## config.mk

```make
export PLATFORM = sky130hd
export DESIGN_NAME = cfg_dma_engine
export DESIGN_NICKNAME = d
export VERILOG_FILES = /design/src/rtl/cfg_dma_pkg.sv /design/src/rtl/cfg_dma_regseq.sv /design/src/rtl/cfg_dma_cmdq.sv /design/src/rtl/cfg_dma_mover.sv /design/src/rtl/cfg_dma_engine.sv
export SDC_FILE = /design/constraint.sdc
export NUM_CORES = 1
export LEC_CHECK = 0
export BUFFER_PORTS_ARGS = -buffer_cell sky130_fd_sc_hd__buf_2
export CORE_ASPECT_RATIO = 0.9
export CORE_MARGIN = 1.5
export CORE_UTILIZATION = 55
export DETAILED_ROUTE_END_ITERATION = 10
export GPL_TIMING_DRIVEN = 0
export HOLD_SLACK_MARGIN = 0.08
export PLACE_DENSITY = 0.85
export SYNTH_ARGS = -nofsm -noshare
export SYNTH_HDL_FRONTEND = slang
export SYNTH_HIERARCHICAL = 1
export SYNTH_SLANG_ARGS = --single-unit
```

## constraint.sdc

```tcl
create_clock -name clk -period 7.65 [get_ports clk]
set_input_delay 1.53 -clock clk [delete_from_list [all_inputs] [get_ports clk]]
set_output_delay 1.53 -clock clk [all_outputs]
set_load 0.01 [all_outputs]
```

## src/rtl/cfg_dma_pkg.sv

```systemverilog
package cfg_dma_pkg;

  // Default register byte offsets; software writes them in this order.
  localparam logic [7:0] DEF_OFF_SRC_ADDR = 8'h18;
  localparam logic [7:0] DEF_OFF_DST_ADDR = 8'h1C;
  localparam logic [7:0] DEF_OFF_SRC_LEN  = 8'h20;
  localparam logic [7:0] DEF_OFF_DST_LEN  = 8'h24;

  // Progress through the four-write launch sequence.
  typedef enum logic [1:0] {
    SQ_IDLE,
    SQ_HAVE_SRC,
    SQ_HAVE_DST,
    SQ_HAVE_LEN
  } sq_step_e;

  // Word mover states.
  typedef enum logic [1:0] {
    MV_IDLE,
    MV_REQ,
    MV_WAIT,
    MV_FINISH
  } mv_state_e;

endpackage

```

## src/rtl/cfg_dma_regseq.sv

```systemverilog
module cfg_dma_regseq
  import cfg_dma_pkg::*;
#(
  parameter int               AW       = 32,
  parameter int               DW       = 32,
  parameter int               LEN_W    = 27,
  parameter int               REG_AW   = 8,
  parameter logic [REG_AW-1:0] OFF_SRC  = DEF_OFF_SRC_ADDR,
  parameter logic [REG_AW-1:0] OFF_DST  = DEF_OFF_DST_ADDR,
  parameter logic [REG_AW-1:0] OFF_SLEN = DEF_OFF_SRC_LEN,
  parameter logic [REG_AW-1:0] OFF_DLEN = DEF_OFF_DST_LEN
) (
  input  logic              clk,
  input  logic              rst_n,
  input  logic              wr_en,
  input  logic [REG_AW-1:0] wr_addr,
  input  logic [DW-1:0]     wr_data,
  input  logic              q_full,
  output logic              push,
  output logic [AW-3:0]     push_waddr,
  output logic              push_last,
  output logic [LEN_W-1:0]  push_len,
  output logic              evt_q_overflow,
  output logic              evt_cmd_err
);

  sq_step_e           step_q;
  logic [AW-3:0]      waddr_q;
  logic               last_q;
  logic [DW-1:0]      dst_q;
  logic [LEN_W-1:0]   len_q;

  logic hit_dlen, seq_complete, dst_ok;

  assign hit_dlen     = wr_en && (wr_addr == OFF_DLEN);
  assign seq_complete = hit_dlen && (step_q == SQ_HAVE_LEN);
  assign dst_ok       = (dst_q == {DW{1'b1}}) && (wr_data == '0);

  assign push       = seq_complete && dst_ok && !q_full;
  assign push_waddr = waddr_q;
  assign push_last  = last_q;
  assign push_len   = len_q;

  always_ff @(posedge clk) begin
    if (!rst_n) begin
      step_q         <= SQ_IDLE;
      waddr_q        <= '0;
      last_q         <= 1'b0;
      dst_q          <= '0;
      len_q          <= '0;
      evt_q_overflow <= 1'b0;
      evt_cmd_err    <= 1'b0;
    end else begin
      evt_q_overflow <= 1'b0;
      evt_cmd_err    <= 1'b0;
      if (wr_en) begin
        if (wr_addr == OFF_SRC) begin
          waddr_q <= wr_data[AW-1:2];
          last_q  <= wr_data[0];
          step_q  <= SQ_HAVE_SRC;
        end else if (wr_addr == OFF_DST) begin
          if (step_q == SQ_HAVE_SRC) begin
            dst_q  <= wr_data;
            step_q <= SQ_HAVE_DST;
          end else begin
            step_q <= SQ_IDLE;
          end
        end else if (wr_addr == OFF_SLEN) begin
          if (step_q == SQ_HAVE_DST) begin
            len_q  <= wr_data[LEN_W-1:0];
            step_q <= SQ_HAVE_LEN;
          end else begin
            step_q <= SQ_IDLE;
          end
        end else if (wr_addr == OFF_DLEN) begin
          step_q <= SQ_IDLE;
          if (step_q == SQ_HAVE_LEN) begin
            if (!dst_ok)
              evt_cmd_err <= 1'b1;
            else if (q_full)
              evt_q_overflow <= 1'b1;
          end
        end
      end
    end
  end

  // outcomes of one final write are exclusive
  p_ovf_vs_reject_r7: assert property (@(posedge clk) disable iff (!rst_n)
    !(evt_q_overflow && evt_cmd_err));

  // a queued command always comes from a completed in-order sequence
  p_push_needs_seq_r1: assert property (@(posedge clk) disable iff (!rst_n)
    push |-> (wr_en && step_q == SQ_HAVE_LEN));

endmodule

```

## src/rtl/cfg_dma_cmdq.sv

```systemverilog
module cfg_dma_cmdq #(
  parameter int W     = 58,
  parameter int DEPTH = 4
) (
  input  logic         clk,
  input  logic         rst_n,
  input  logic         push,
  input  logic [W-1:0] din,
  input  logic         pop,
  output logic [W-1:0] dout,
  output logic         full,
  output logic         empty
);

  localparam int PW = (DEPTH > 1) ? $clog2(DEPTH) : 1;
  localparam int CW = $clog2(DEPTH + 1);
  localparam logic [PW-1:0] LAST_IDX = PW'(DEPTH - 1);

  logic [W-1:0]  mem [DEPTH];
  logic [PW-1:0] wptr, rptr;
  logic [CW-1:0] count;
  logic          do_push, do_pop;

  assign full    = (count == CW'(DEPTH));
  assign empty   = (count == '0);
  assign do_push = push && !full;
  assign do_pop  = pop && !empty;
  assign dout    = mem[rptr];

  always_ff @(posedge clk) begin
    if (do_push)
      mem[wptr] <= din;
  end

  always_ff @(posedge clk) begin
    if (!rst_n) begin
      wptr  <= '0;
      rptr  <= '0;
      count <= '0;
    end else begin
      if (do_push)
        wptr <= (wptr == LAST_IDX) ? '0 : wptr + 1'b1;
      if (do_pop)
        rptr <= (rptr == LAST_IDX) ? '0 : rptr + 1'b1;
      case ({do_push, do_pop})
        2'b10:   count <= count + 1'b1;
        2'b01:   count <= count - 1'b1;
        default: count <= count;
      endcase
    end
  end

  p_count_bound_r6: assert property (@(posedge clk) disable iff (!rst_n)
    count <= CW'(DEPTH));

  p_full_empty_excl_r6: assert property (@(posedge clk) disable iff (!rst_n)
    !(full && empty));

  // the mover only takes a command that exists
  p_pop_nonempty_r6: assert property (@(posedge clk) disable iff (!rst_n)
    pop |-> !empty);

  // the sequencer never offers a command into a full queue
  p_no_overflow_r7: assert property (@(posedge clk) disable iff (!rst_n)
    push |-> !full);

endmodule

```

## src/rtl/cfg_dma_mover.sv

```systemverilog
module cfg_dma_mover
  import cfg_dma_pkg::*;
#(
  parameter int AW    = 32,
  parameter int DW    = 32,
  parameter int LEN_W = 27
) (
  input  logic             clk,
  input  logic             rst_n,
  input  logic             q_empty,
  input  logic [AW-3:0]    q_waddr,
  input  logic             q_last,
  input  logic [LEN_W-1:0] q_len,
  output logic             q_pop,
  output logic             rd_req_valid,
  input  logic             rd_req_ready,
  output logic [AW-1:0]    rd_req_addr,
  input  logic             rd_rsp_valid,
  output logic             rd_rsp_ready,
  input  logic [DW-1:0]    rd_rsp_data,
  input  logic             rd_rsp_err,
  output logic             cfg_valid,
  input  logic             cfg_ready,
  output logic [DW-1:0]    cfg_data,
  output logic             evt_dma_done,
  output logic             evt_port_done,
  output logic             evt_rd_err
);

  mv_state_e        st;
  logic [AW-3:0]    waddr;
  logic [LEN_W-1:0] remaining;
  logic             is_last;
  logic             out_valid;
  logic [DW-1:0]    out_data;

  assign q_pop        = (st == MV_IDLE) && !q_empty;
  assign rd_req_valid = (st == MV_REQ) && !out_valid;
  assign rd_req_addr  = {waddr, 2'b00};
  assign rd_rsp_ready = (st == MV_WAIT);
  assign cfg_valid    = out_valid;
  assign cfg_data     = out_data;

  always_ff @(posedge clk) begin
    if (!rst_n) begin
      st            <= MV_IDLE;
      waddr         <= '0;
      remaining     <= '0;
      is_last       <= 1'b0;
      out_valid     <= 1'b0;
      out_data      <= '0;
      evt_dma_done  <= 1'b0;
      evt_port_done <= 1'b0;
      evt_rd_err    <= 1'b0;
    end else begin
      evt_dma_done  <= 1'b0;
      evt_port_done <= 1'b0;
      evt_rd_err    <= 1'b0;
      if (out_valid && cfg_ready)
        out_valid <= 1'b0;
      case (st)
        MV_IDLE: begin
          if (!q_empty) begin
            waddr     <= q_waddr;
            remaining <= q_len;
            is_last   <= q_last;
            st        <= (q_len == '0) ? MV_FINISH : MV_REQ;
          end
        end
        MV_REQ: begin
          if (rd_req_valid && rd_req_ready)
            st <= MV_WAIT;
        end
        MV_WAIT: begin
          if (rd_rsp_valid) begin
            if (rd_rsp_err) begin
              evt_rd_err <= 1'b1;
              st         <= MV_IDLE;
            end else begin
              out_valid <= 1'b1;
              out_data  <= rd_rsp_data;
              waddr     <= waddr + 1'b1;
              remaining <= remaining - 1'b1;
              st        <= (remaining == LEN_W'(1)) ? MV_FINISH : MV_REQ;
            end
          end
        end
        MV_FINISH: begin
          if (!is_last) begin
            evt_dma_done <= 1'b1;
            st           <= MV_IDLE;
          end else if (!out_valid) begin
            evt_dma_done  <= 1'b1;
            evt_port_done <= 1'b1;
            st            <= MV_IDLE;
          end
        end
        default: st <= MV_IDLE;
      endcase
    end
  end

  p_out_hold_r10: assert property (@(posedge clk) disable iff (!rst_n)
    (cfg_valid && !cfg_ready) |=> (cfg_valid && $stable(cfg_data)));

  p_req_hold_r8: assert property (@(posedge clk) disable iff (!rst_n)
    (rd_req_valid && !rd_req_ready) |=> (rd_req_valid && $stable(rd_req_addr)));

  p_req_aligned_r8: assert property (@(posedge clk) disable iff (!rst_n)
    rd_req_valid |-> (rd_req_addr[1:0] == 2'b00));

  p_port_drained_r3: assert property (@(posedge clk) disable iff (!rst_n)
    evt_port_done |-> (evt_dma_done && !cfg_valid));

  p_err_no_done_r9: assert property (@(posedge clk) disable iff (!rst_n)
    evt_rd_err |-> !evt_dma_done);

  p_done_single_r4: assert property (@(posedge clk) disable iff (!rst_n)
    evt_dma_done |=> !evt_dma_done);

endmodule

```

## src/rtl/cfg_dma_engine.sv

```systemverilog
module cfg_dma_engine
  import cfg_dma_pkg::*;
#(
  parameter int               AW       = 32,
  parameter int               DW       = 32,
  parameter int               LEN_W    = 27,
  parameter int               QDEPTH   = 4,
  parameter int               REG_AW   = 8,
  parameter logic [REG_AW-1:0] OFF_SRC  = DEF_OFF_SRC_ADDR,
  parameter logic [REG_AW-1:0] OFF_DST  = DEF_OFF_DST_ADDR,
  parameter logic [REG_AW-1:0] OFF_SLEN = DEF_OFF_SRC_LEN,
  parameter logic [REG_AW-1:0] OFF_DLEN = DEF_OFF_DST_LEN
) (
  input  logic              clk,
  input  logic              rst_n,
  input  logic              reg_wr_en,
  input  logic [REG_AW-1:0] reg_wr_addr,
  input  logic [DW-1:0]     reg_wr_data,
  output logic [31:0]       status_word,
  output logic              rd_req_valid,
  input  logic              rd_req_ready,
  output logic [AW-1:0]     rd_req_addr,
  input  logic              rd_rsp_valid,
  output logic              rd_rsp_ready,
  input  logic [DW-1:0]     rd_rsp_data,
  input  logic              rd_rsp_err,
  output logic              cfg_valid,
  input  logic              cfg_ready,
  output logic [DW-1:0]     cfg_data,
  output logic              evt_dma_done,
  output logic              evt_port_done,
  output logic              evt_rd_err,
  output logic              evt_q_overflow,
  output logic              evt_cmd_err
);

  localparam int ENTRY_W = (AW - 2) + 1 + LEN_W;

  logic               push, q_full, q_empty, q_pop;
  logic [AW-3:0]      push_waddr, q_waddr;
  logic               push_last, q_last;
  logic [LEN_W-1:0]   push_len, q_len;
  logic [ENTRY_W-1:0] q_din, q_dout;

  cfg_dma_regseq #(
    .AW(AW), .DW(DW), .LEN_W(LEN_W), .REG_AW(REG_AW),
    .OFF_SRC(OFF_SRC), .OFF_DST(OFF_DST), .OFF_SLEN(OFF_SLEN), .OFF_DLEN(OFF_DLEN)
  ) u_regseq (
    .clk            (clk),
    .rst_n          (rst_n),
    .wr_en          (reg_wr_en),
    .wr_addr        (reg_wr_addr),
    .wr_data        (reg_wr_data),
    .q_full         (q_full),
    .push           (push),
    .push_waddr     (push_waddr),
    .push_last      (push_last),
    .push_len       (push_len),
    .evt_q_overflow (evt_q_overflow),
    .evt_cmd_err    (evt_cmd_err)
  );

  assign q_din = {push_waddr, push_last, push_len};
  assign {q_waddr, q_last, q_len} = q_dout;

  cfg_dma_cmdq #(.W(ENTRY_W), .DEPTH(QDEPTH)) u_cmdq (
    .clk   (clk),
    .rst_n (rst_n),
    .push  (push),
    .din   (q_din),
    .pop   (q_pop),
    .dout  (q_dout),
    .full  (q_full),
    .empty (q_empty)
  );

  cfg_dma_mover #(.AW(AW), .DW(DW), .LEN_W(LEN_W)) u_mover (
    .clk           (clk),
    .rst_n         (rst_n),
    .q_empty       (q_empty),
    .q_waddr       (q_waddr),
    .q_last        (q_last),
    .q_len         (q_len),
    .q_pop         (q_pop),
    .rd_req_valid  (rd_req_valid),
    .rd_req_ready  (rd_req_ready),
    .rd_req_addr   (rd_req_addr),
    .rd_rsp_valid  (rd_rsp_valid),
    .rd_rsp_ready  (rd_rsp_ready),
    .rd_rsp_data   (rd_rsp_data),
    .rd_rsp_err    (rd_rsp_err),
    .cfg_valid     (cfg_valid),
    .cfg_ready     (cfg_ready),
    .cfg_data      (cfg_data),
    .evt_dma_done  (evt_dma_done),
    .evt_port_done (evt_port_done),
    .evt_rd_err    (evt_rd_err)
  );

  assign status_word = {q_full, q_empty, 30'b0};

  // status never reports full and empty together
  p_status_excl_r6: assert property (@(posedge clk) disable iff (!rst_n)
    !(status_word[31] && status_word[30]));

endmodule

```

==> results.toml, run 1 <==
[synth]
ys.flop_type = "edfxtp_1"
synthArstFlopShare_pct = 0
synth_commonest_cells = "edfxtp_1 (232), dfxtp_1 (199), nand2_1 (189), nand3_1 (119), o21ai_1 (91)"
ys_warn_count = 6
syn_inst = 1490
synth_cell_type_count = 82
avgSynthCellArea_um2 = 11.9
synth.area.top_cells = "edfxtp_1 (39%), dfxtp_1 (23%), mux4_2 (7.4%), nand2_1 (4.0%), nand3_1 (3.4%)"
post-synth-top-count-cell = "edfxtp_1"
synth_edf_count = 232
synth-seq-area-share_pct = 61.9
synth_largest_type_area_fraction_pct = 39.4
yosys.area.top_type = "edfxtp_1"
ys_seq_elements = 431
netlist_area_um2 = 17700

[routing]
via_count = 13600
drcViolationCount = 0
via_per_inst = 6.29
postRouteAntennaNets = 0
routedWlPerCell_um = 23.5
wl_um = 50900
first_pass_iters = 6
drt_iter0_drc = 1602

[timing]
period_minus_slack_ns = 4.67
setup_viol = 0
rsz0062_at_grt = "false"
maxSlewHeadroom_pct = 26.9
worst_slew_pin_slew_ns = 1.09
slew_viol_final = 0
fin_crit_sh_pct = 61.0
tns_ns = 0
clock_skew_ns = 0.0184
timing.fmax_mhz = 214
finalHoldViolations = 0

[power]
p_leak_nw = 7.21
power_density_nw_per_um2 = 228
ir_drop_mv = 0.175
total_power_mw = 4.68

[floorplan]
die-area_um2 = 33300
core-area_um2 = 31800
fp-row-count = 62
die_y_um = 173
dieWidth_um = 192
ios = 183
initial_core_util_pct = 55.6

[final_layout]
nFillCells = 2341
diodes = 0
drive_gt1_share_pct = 19.5
syn_to_final_growth_pct = 16.2
design_area_um2 = 20500
nNetsFinal = 1803

[placement]
portBuffers = 150
hpwlAfterDp_um = 34900
postPlaceCellArea_um2 = 19100
gp_congestion = 0.981

[run]
cap_violations = 0

[cts]
cts_setup_buffers = 0
cts_resized = 0
clkTransAtPathRegs_ns = 0.06
clkLatencyLatePin_ns = 0.56
cts_root_buf = "clkbuf_16"
cts_sinks = 431
h-tree-depth = 2
numCtsBuffers = 42
ctsHoldBuffers = 0
cts_buffer_depth = 3
cts_tree = "built"

[global_route]
grt_pass1_vias = 13000
grt_max_degree = 59
grt_usage_pct = 30.4
antenna_found_initial = 1
grt_pass1_wl_um = 76100
grt-ovfl-total = 0

[min_path]
min_to = "u_regseq/dst_q[25]$_SDFFE_PN0P_"
hold_path.class = "flop to flop"
hp-start = "u_regseq/dst_q[25]$_SDFFE_PN0P_"
hold_depth = 2

[worst_setup_path]
critPathKind = "input port to flop"
cp-start-kind = "input port"
path_max_fanout = 58
r2r-end = "u_cmdq/count[2]$_SDFFE_PN0P_"
reg2regPathDepth = 13
crit_required_ns = 7.82
critPathCaptureType = "flop"
r2r_start = "u_cmdq/count[1]$_SDFFE_PN0P_"
arrival_ns = 4.84
reg2reg_slack_ns = 3.64

[status]
outcome = "complete, no violations"
-- critical path, cell delays in order --
cell and delay [ns]:
buf_2 0.12, or4b_1 0.50, or4_1 0.50, nor4_2 0.43, nor3b_2 0.23, nor2b_1 0.33, clkbuf_1 0.35, and2_4 0.79
-- stage by stage --
step | utilization, % | setup WS, ns | cells | hold slack (ns)
final | 64.6 | 2.98 | 2164 | 0.448
after global routing | 64.6 | 2.82 | 2164 | 0.469
after CTS | 64.6 | 3.03 | 2164 | 0.447
after detailed placement | 60.0 | 2.47 | 2086 | 0.440
after global placement | 60.0 | 1.00 | 2086 | 0.431
after floorplan | - | 2.51 | 1520 | 0.423
-- flip-flops by register name, summed over array words and instances (netlist names), 2 cells and up, named ones only --
name	cells
u_mover/waddr	30
u_mover/cfg_data	32
u_mover/remaining	27
u_cmdq/count	3
u_mover/st	2
u_regseq/step_q	2
u_regseq/push_len	27
u_cmdq/rptr	2
u_regseq/dst_q	32
u_cmdq/wptr	2
u_cmdq/mem	232
u_regseq/push_waddr	30
-- metal layers --
metal,global-route usage (%),vias up,routed length [um],part of all wire (%)
met4,13.6,2,2270,4.5
li1,-,5983,-,-
met1,39.9,6521,19600,38
met2,48.5,945,23700,47
met5,0,-,13,0.026
met3,6.49,163,5310,10
-- worst max path at each step --
stage / startpoint / end / slack, ns / cells after the start
finish: reg_wr_data[20] / u_cmdq/mem[3][37]$_DFFE_PP_ / 2.98 / 8
global route: reg_wr_data[20] / u_cmdq/mem[2][35]$_DFFE_PP_ / 2.82 / 8
CTS: reg_wr_data[20] / u_cmdq/mem[1][38]$_DFFE_PP_ / 3.03 / 8
detailed placement: reg_wr_data[20] / u_cmdq/mem[1][33]$_DFFE_PP_ / 2.47 / 8
global placement: reg_wr_data[20] / u_cmdq/mem[3][6]$_DFFE_PP_ / 1.00 / 8
floorplan: reg_wr_data[20] / u_cmdq/mem[0][0]$_DFFE_PP_ / 2.51 / 7
-- cell families (layout without fill, tap and decap cells) --
logic type | after synthesis | after routing | share of synthesized area (%)
xor+xnor | 2 | 2 | 0.0990
mux | 63 | 63 | 7.70
fa+ha+maj | 10 | 10 | 0.750
flops | 431 | 431 | 61.9
other cells | 2 | 32 | 0.0424
buf+inv | 156 | 384 | 4.49
compound gates | 312 | 312 | 10.5
simple gates | 514 | 514 | 14.5
-- where the power goes --
group / total (mW) / internal [mW] / switching, mW
clock: 2.18 / 1.28 / 0.899
sequential: 2.41 / 2.41 / 0.000367
combinational: 0.0956 / 0.0336 / 0.0620
-- layout make-up --
type	count	area (um^2)	share of cell area (%)
flip-flops and latches	431	11000	53.3
plain buffers	138	727	3.54
inverters	18	67.6	0.329
repair buffers	150	751	3.65
multi-input cells	933	6070	29.5
clock inverters	22	309	1.50
clock buffers	56	1150	5.62
well taps	416	520	2.53
-- layout by cell type (no fill, tap or decap), drive strengths merged, types with 24 or more instances in the layout --
cell type / instances
conb: 32
dfxtp: 199
nand2: 189
buf: 219
a21oi: 82
edfxtp: 232
clkbuf: 125
nor3: 24
nor2: 57
mux4: 58
nand3: 119
o21ai: 136
Power figures use the tool's default switching activity.
==> run 2, diff against run 1 <==
- CORE_UTILIZATION: 55 -> 53
- PLACE_DENSITY: 0.85 -> 0.86
- clock period: 7.65 -> 4 ns (I/O delays scaled with it)
==> run 2 against run 1 <==
  * Via count is 0.29% higher
  * Final area is 0.41% lower
  * Register-to-register slack worse by 3.5 ns
==> results.toml, run 2 (synthesis results as in run 1) <==
[timing]
period_minus_slack_ns = 3.84
setup_viol = 0
maxSlewHeadroom_pct = 33.2
slew_viol_final = 0
timing.fmax_mhz = 261
finalHoldViolations = 0
fin_crit_sh_pct = 95.9
rsz0062_at_grt = "false"
clock_skew_ns = 0.0130
worst_slew_pin_slew_ns = 1.00

[worst_setup_path]
critPathKind = "flop to flop"
cp_num_buf_inv = 5
cp_cell_sequence = "nor3_2, or3_1, clkbuf_1, inv_1, clkbuf_1, o31ai_1, inv_1, ha_1, inv_1, fa_1, xor2_1, or3_1, a21boi_0"
cp_slowest_cell = "clkbuf_1"
path_max_fanout = 10
reg2reg_slack_ns = 0.16
arrival_ns = 4.31
crit_required_ns = 4.48
critPathTopFamily = "buffers and inverters"
cpMostUsedCell = "inv_1"
crit_path_max_incr_delay_ns = 0.58
critPathCaptureType = "flop"
cp-start-kind = "flop"

[routing]
via_per_inst = 6.29
drcViolationCount = 0
via_count = 13700
drt_iter0_drc = 1791
first_pass_iters = 6
routedWlPerCell_um = 23.2
postRouteAntennaNets = 0
wl_um = 50400

[floorplan]
initial_core_util_pct = 53.8
core-area_um2 = 32900
die-area_um2 = 34500
ios = 183
fp-row-count = 63
die_y_um = 176
dieWidth_um = 196

[cts]
h-tree-depth = 2
clkLatencyLatePin_ns = 0.55
cts_root_buf = "clkbuf_16"
cts_setup_buffers = 0
cts_buffer_depth = 3
cts_sinks = 431
clkTransAtPathRegs_ns = 0.06
numCtsBuffers = 43
cts_tree = "built"

[final_layout]
regMostFlops = "u_cmdq/mem"
mostFrequentLayoutCells = "edfxtp_1 (232), dfxtp_1 (199), nand2_1 (189), buf_2 (155), nand3_1 (119)"
nNetsFinal = 1804
final_common_cell = "edfxtp_1"
largest_reg_flops = 232
syn_to_final_growth_pct = 15.7
fin_util_pct = 62.3
drive_gt1_share_pct = 19.5

[placement]
hpwlAfterDp_um = 34700
gp_congestion = 0.957
portBuffers = 150

[global_route]
grt_pass1_vias = 12800
grt_max_degree = 59
antenna_found_initial = 4
grt_pass1_wl_um = 75600
grt_usage_pct = 29.0
grt-ovfl-total = 0

[power]
total_power_mw = 8.68
power_density_nw_per_um2 = 424
ir_drop_mv = 0.329
p_leak_nw = 7.17

[min_path]
hold_path.class = "flop to flop"

[status]
outcome = "complete, no violations"

[run]
cap_violations = 0
run 2: stage by stage:
step,TNS (ns),hold slack (ns),instance area (um^2),setup slack (ns),cells
detailed placement,-90.01,0.440,19100,-0.400,2092
global placement,-192.29,0.431,19100,-0.834,2092
finish,0,0.449,20500,0.162,2172
global route,0,0.467,20500,0.0629,2171
CTS,0,0.450,20500,0.0776,2170
floorplan,0,0.423,17800,0.214,1520
run 2: layout make-up:
class | instances | area, um^2
diodes | 2 | 5.00
plain buffers | 138 | 728
clock buffers | 64 | 1270
clock inverters | 14 | 90.1
fillers | 2476 | 12400
inverters | 18 | 67.6
multi-input cells | 933 | 6070
flip-flops and latches | 431 | 11000
well taps | 422 | 528
repair buffers | 150 | 751
run 2: what timing repair did:
action                                  CTS  global route
endpoints found under the setup margin    0            27
hold buffers                              0             0
endpoints found under the hold margin     0             0
gates resized for setup                   0             3
run 2: tightest hold or removal path, delay by kind of cell, from the launching register on:
| kind | cells | cell delay, ns |
|---|---|---|
| compound gates | 1 | 0.05 |
| flops | 1 | 0.31 |
| simple gates | 1 | 0.05 |
run 2: report_power, final:
part | leakage [nW] | switching (mW) | internal, mW | total [mW]
registers | 3.79 | 0.000739 | 4.61 | 4.62
logic | 2.73 | 0.120 | 0.0642 | 0.184
clock network | 0.662 | 1.67 | 2.21 | 3.89
total | 7.17 | 1.79 | 6.89 | 8.68
run 2: worst paths after layout:
| check | endpoint | from | cells past startpoint |
|---|---|---|---|
| max reg2reg | u_cmdq/count[2]$_SDFFE_PN0P_ | u_cmdq/count[0]$_SDFFE_PN0P_ | 13 |
| min reg2reg | u_regseq/dst_q[22]$_SDFFE_PN0P_ | u_regseq/dst_q[22]$_SDFFE_PN0P_ | 2 |
| min | u_regseq/dst_q[22]$_SDFFE_PN0P_ | u_regseq/dst_q[22]$_SDFFE_PN0P_ | 2 |
| max | u_cmdq/count[2]$_SDFFE_PN0P_ | u_cmdq/count[0]$_SDFFE_PN0P_ | 13 |
run 2: routing by layer:
metal	vias to the layer above	global-route usage [%]	share of wire [%]
met3	156	5.10	11
met4	0	11.2	3.7
met1	6527	38.9	39
met5	-	0	0
met2	977	47.4	47
li1	5994	-	-
==> run 3, diff against run 2 <==
- CORE_UTILIZATION: 53 -> 50
- PLACE_DENSITY: 0.86 -> 0.72
- REMOVE_ABC_BUFFERS: unset -> 1
==> run 3 against run 2 <==
  * Global-route usage decreased by 6.7 points
  * Non-clock buffer count fell by 122
  * Sequential share of layout area grew 0.73 points
  * Die area rose by 5.9%
  * Fmax up 2.2%
  * Via count down 9.4%
  * Highest routed layer unchanged
  * Power down 0.39%
  * Register-to-register slack better by 0.18 ns
  * Final cell count decreased by 3.5%
  * Setup slack gained 0.082 ns
  * Sequential power barely moved
==> results.toml, run 3 (synthesis results as in run 1) <==
[placement]
gp_congestion = 0.800
hpwlAfterDp_um = 26200
postPlaceCellArea_um2 = 18800
dpl.cell_count = 2017
portBuffers = 150

[min_path]
hold_depth = 2
hp-start = "u_regseq/dst_q[29]$_SDFFE_PN0P_"
min_to = "u_regseq/dst_q[29]$_SDFFE_PN0P_"
hold_path.class = "flop to flop"

[cts]
cts_root_buf = "clkbuf_16"
cts_sinks = 431
cts_tree = "built"
numCtsBuffers = 43
h-tree-depth = 2
clkLatencyLatePin_ns = 0.55
clkTransAtPathRegs_ns = 0.06
cts_buffer_depth = 3

[final_layout]
final_common_cell = "edfxtp_1"
largest_reg_flops = 232
syn_to_final_growth_pct = 14.2
nFillCells = 2821
final_cells = 2096
diodes = 0
register_area_um2 = 11000
nNetsFinal = 1682
regMostFlops = "u_cmdq/mem"
design_area_um2 = 20200
mostFrequentLayoutCells = "edfxtp_1 (232), dfxtp_1 (197), nand2_1 (188), buf_2 (149), nand3_1 (118)"
multiInputGateArea_um2 = 6130
drive_gt1_share_pct = 20.3

[power]
clkPwrFrac_pct = 44.9
seqPwrFrac_pct = 53.3
switching_share_pct = 20.7
ir_drop_mv = 0.351
p_sw_mw = 1.79
total_power_mw = 8.65
internal_power_mw = 6.86
p_leak_nw = 6.96
power_density_nw_per_um2 = 428
p_comb_share_pct = 1.8

[timing]
holdWs_ns = 0.447
fin_crit_sh_pct = 93.9
clock_skew_ns = 0.0184
rsz0062_at_grt = "false"
worst_slew_pin_slew_ns = 1.29
maxSlewHeadroom_pct = 13.5
slew_viol_final = 0
setup_viol = 0
period_minus_slack_ns = 3.76
timing.fmax_mhz = 266
finalHoldViolations = 0

[global_route]
grt_pass1_vias = 11400
grt_max_degree = 122
antenna_found_initial = 0
grt-ovfl-total = 0
grt_pass1_wl_um = 63700
grt_usage_pct = 22.3

[worst_setup_path]
r2r_start = "u_cmdq/count[0]$_SDFFE_PN0P_"
r2r-end = "u_cmdq/count[2]$_SDFFE_PN0P_"
arrival_ns = 4.22
reg2regPathDepth = 11
crit_required_ns = 4.47
crit_path_max_incr_delay_ns = 0.57
critPathCaptureType = "flop"
cp_slowest_cell = "or4b_1"
cpMostUsedCell = "inv_1"
critPathKind = "input port to flop"
reg2reg_slack_ns = 0.34
cp-start-kind = "input port"
crit_path_start = "reg_wr_data[20]"
cp_cell_sequence = "buf_2, or4b_1, or4_1, nor4_2, nor3b_2, nor2b_4, inv_1, ha_1, inv_1, fa_1, xor2_1, or3_1, a21boi_0"
path_max_fanout = 7

[routing]
wl_um = 41500
postRouteAntennaNets = 0
via_count = 12400
via_per_inst = 5.90
routedWlPerCell_um = 19.8
drt_iter0_drc = 1452
drcViolationCount = 0
first_pass_iters = 5

[floorplan]
fp-row-count = 65
core-area_um2 = 35000
die_y_um = 181
initial_core_util_pct = 50.6
dieWidth_um = 201
ios = 183
die-area_um2 = 36500

[run]
cap_violations = 0

[status]
outcome = "complete, no violations"
## run 3: cell types whose count changed in the layout (fill, tap and decap cells not counted), sizes merged
cell	before	now
diode	2	0
buf	219	166
clkinv	9	17
inv	21	18
clkinvlp	2	6
bufinv	0	2
clkbuf	133	54
## run 3: worst max path at each step
stage | depth (start not counted) | slack [ns] | to
6_report | 13 | 0.24 | u_cmdq/count[2]$_SDFFE_PN0P_
3_5_place_dp | 13 | -0.59 | u_cmdq/count[2]$_SDFFE_PN0P_
3_3_place_gp | 4 | -8.20 | u_mover/waddr[29]$_SDFFE_PN0P_
5_1_grt | 11 | 0.06 | u_cmdq/count[2]$_SDFFE_PN0P_
4_1_cts | 11 | 0.04 | u_cmdq/count[2]$_SDFFE_PN0P_
2_1_floorplan | 4 | -2.30 | u_mover/waddr[27]$_SDFFE_PN0P_
## run 3: worst max-delay path: cells and delay by family
kind | cells | cell delay [ns]
and+or+nand+nor | 6 | 2.42
buffers and inverters | 3 | 0.33
AOI/OAI and AO/OA | 1 | 0.17
xor gates and xnor gates | 1 | 0.07
adders and majority gates | 2 | 0.42
## run 3: cell type report
cell class	instances	area share, %
clock buffer	54	5.73
clock inverter	25	1.09
inverter	18	0.347
multi-input combinational	933	30.4
sequential	431	54.2
tap	469	2.90
timing repair buffer	166	5.33
## run 3: timing repair
item	in CTS	in global routing
resized for setup	1	4
endpoints found under the hold margin	0	0
endpoints found under the setup margin	1	3
setup buffers	0	0
hold buffers	0	0
## run 3: power groups by stage
stage	clock [mW]	combinational [mW]	sequential, mW
after CTS	3.96	0.150	4.61
final	3.88	0.152	4.61
after floorplan	0	0.0412	4.71
after global placement	0	0.143	4.71
after detailed placement	0	0.149	4.71
after global routing	4.12	0.166	4.61
## run 3: routing by layer
layer,vias to the layer above,GRT usage (%),part of all wire [%]
li1,5749,-,-
met1,5997,31.3,43
met2,537,35.7,47
met3,84,3.57,7.9
met4,0,7.16,2.6
met5,-,0,0
## run 3: metrics by stage
stage	util [%]	worst slack, ns	setup TNS, ns
after global placement	52.7	-8.20	-944.38
after detailed placement	53.8	-0.593	-62.50
after CTS	57.7	0.0373	0
after global routing	57.8	0.0579	0
after floorplan	-	-2.30	-181.03
final	57.8	0.245	0
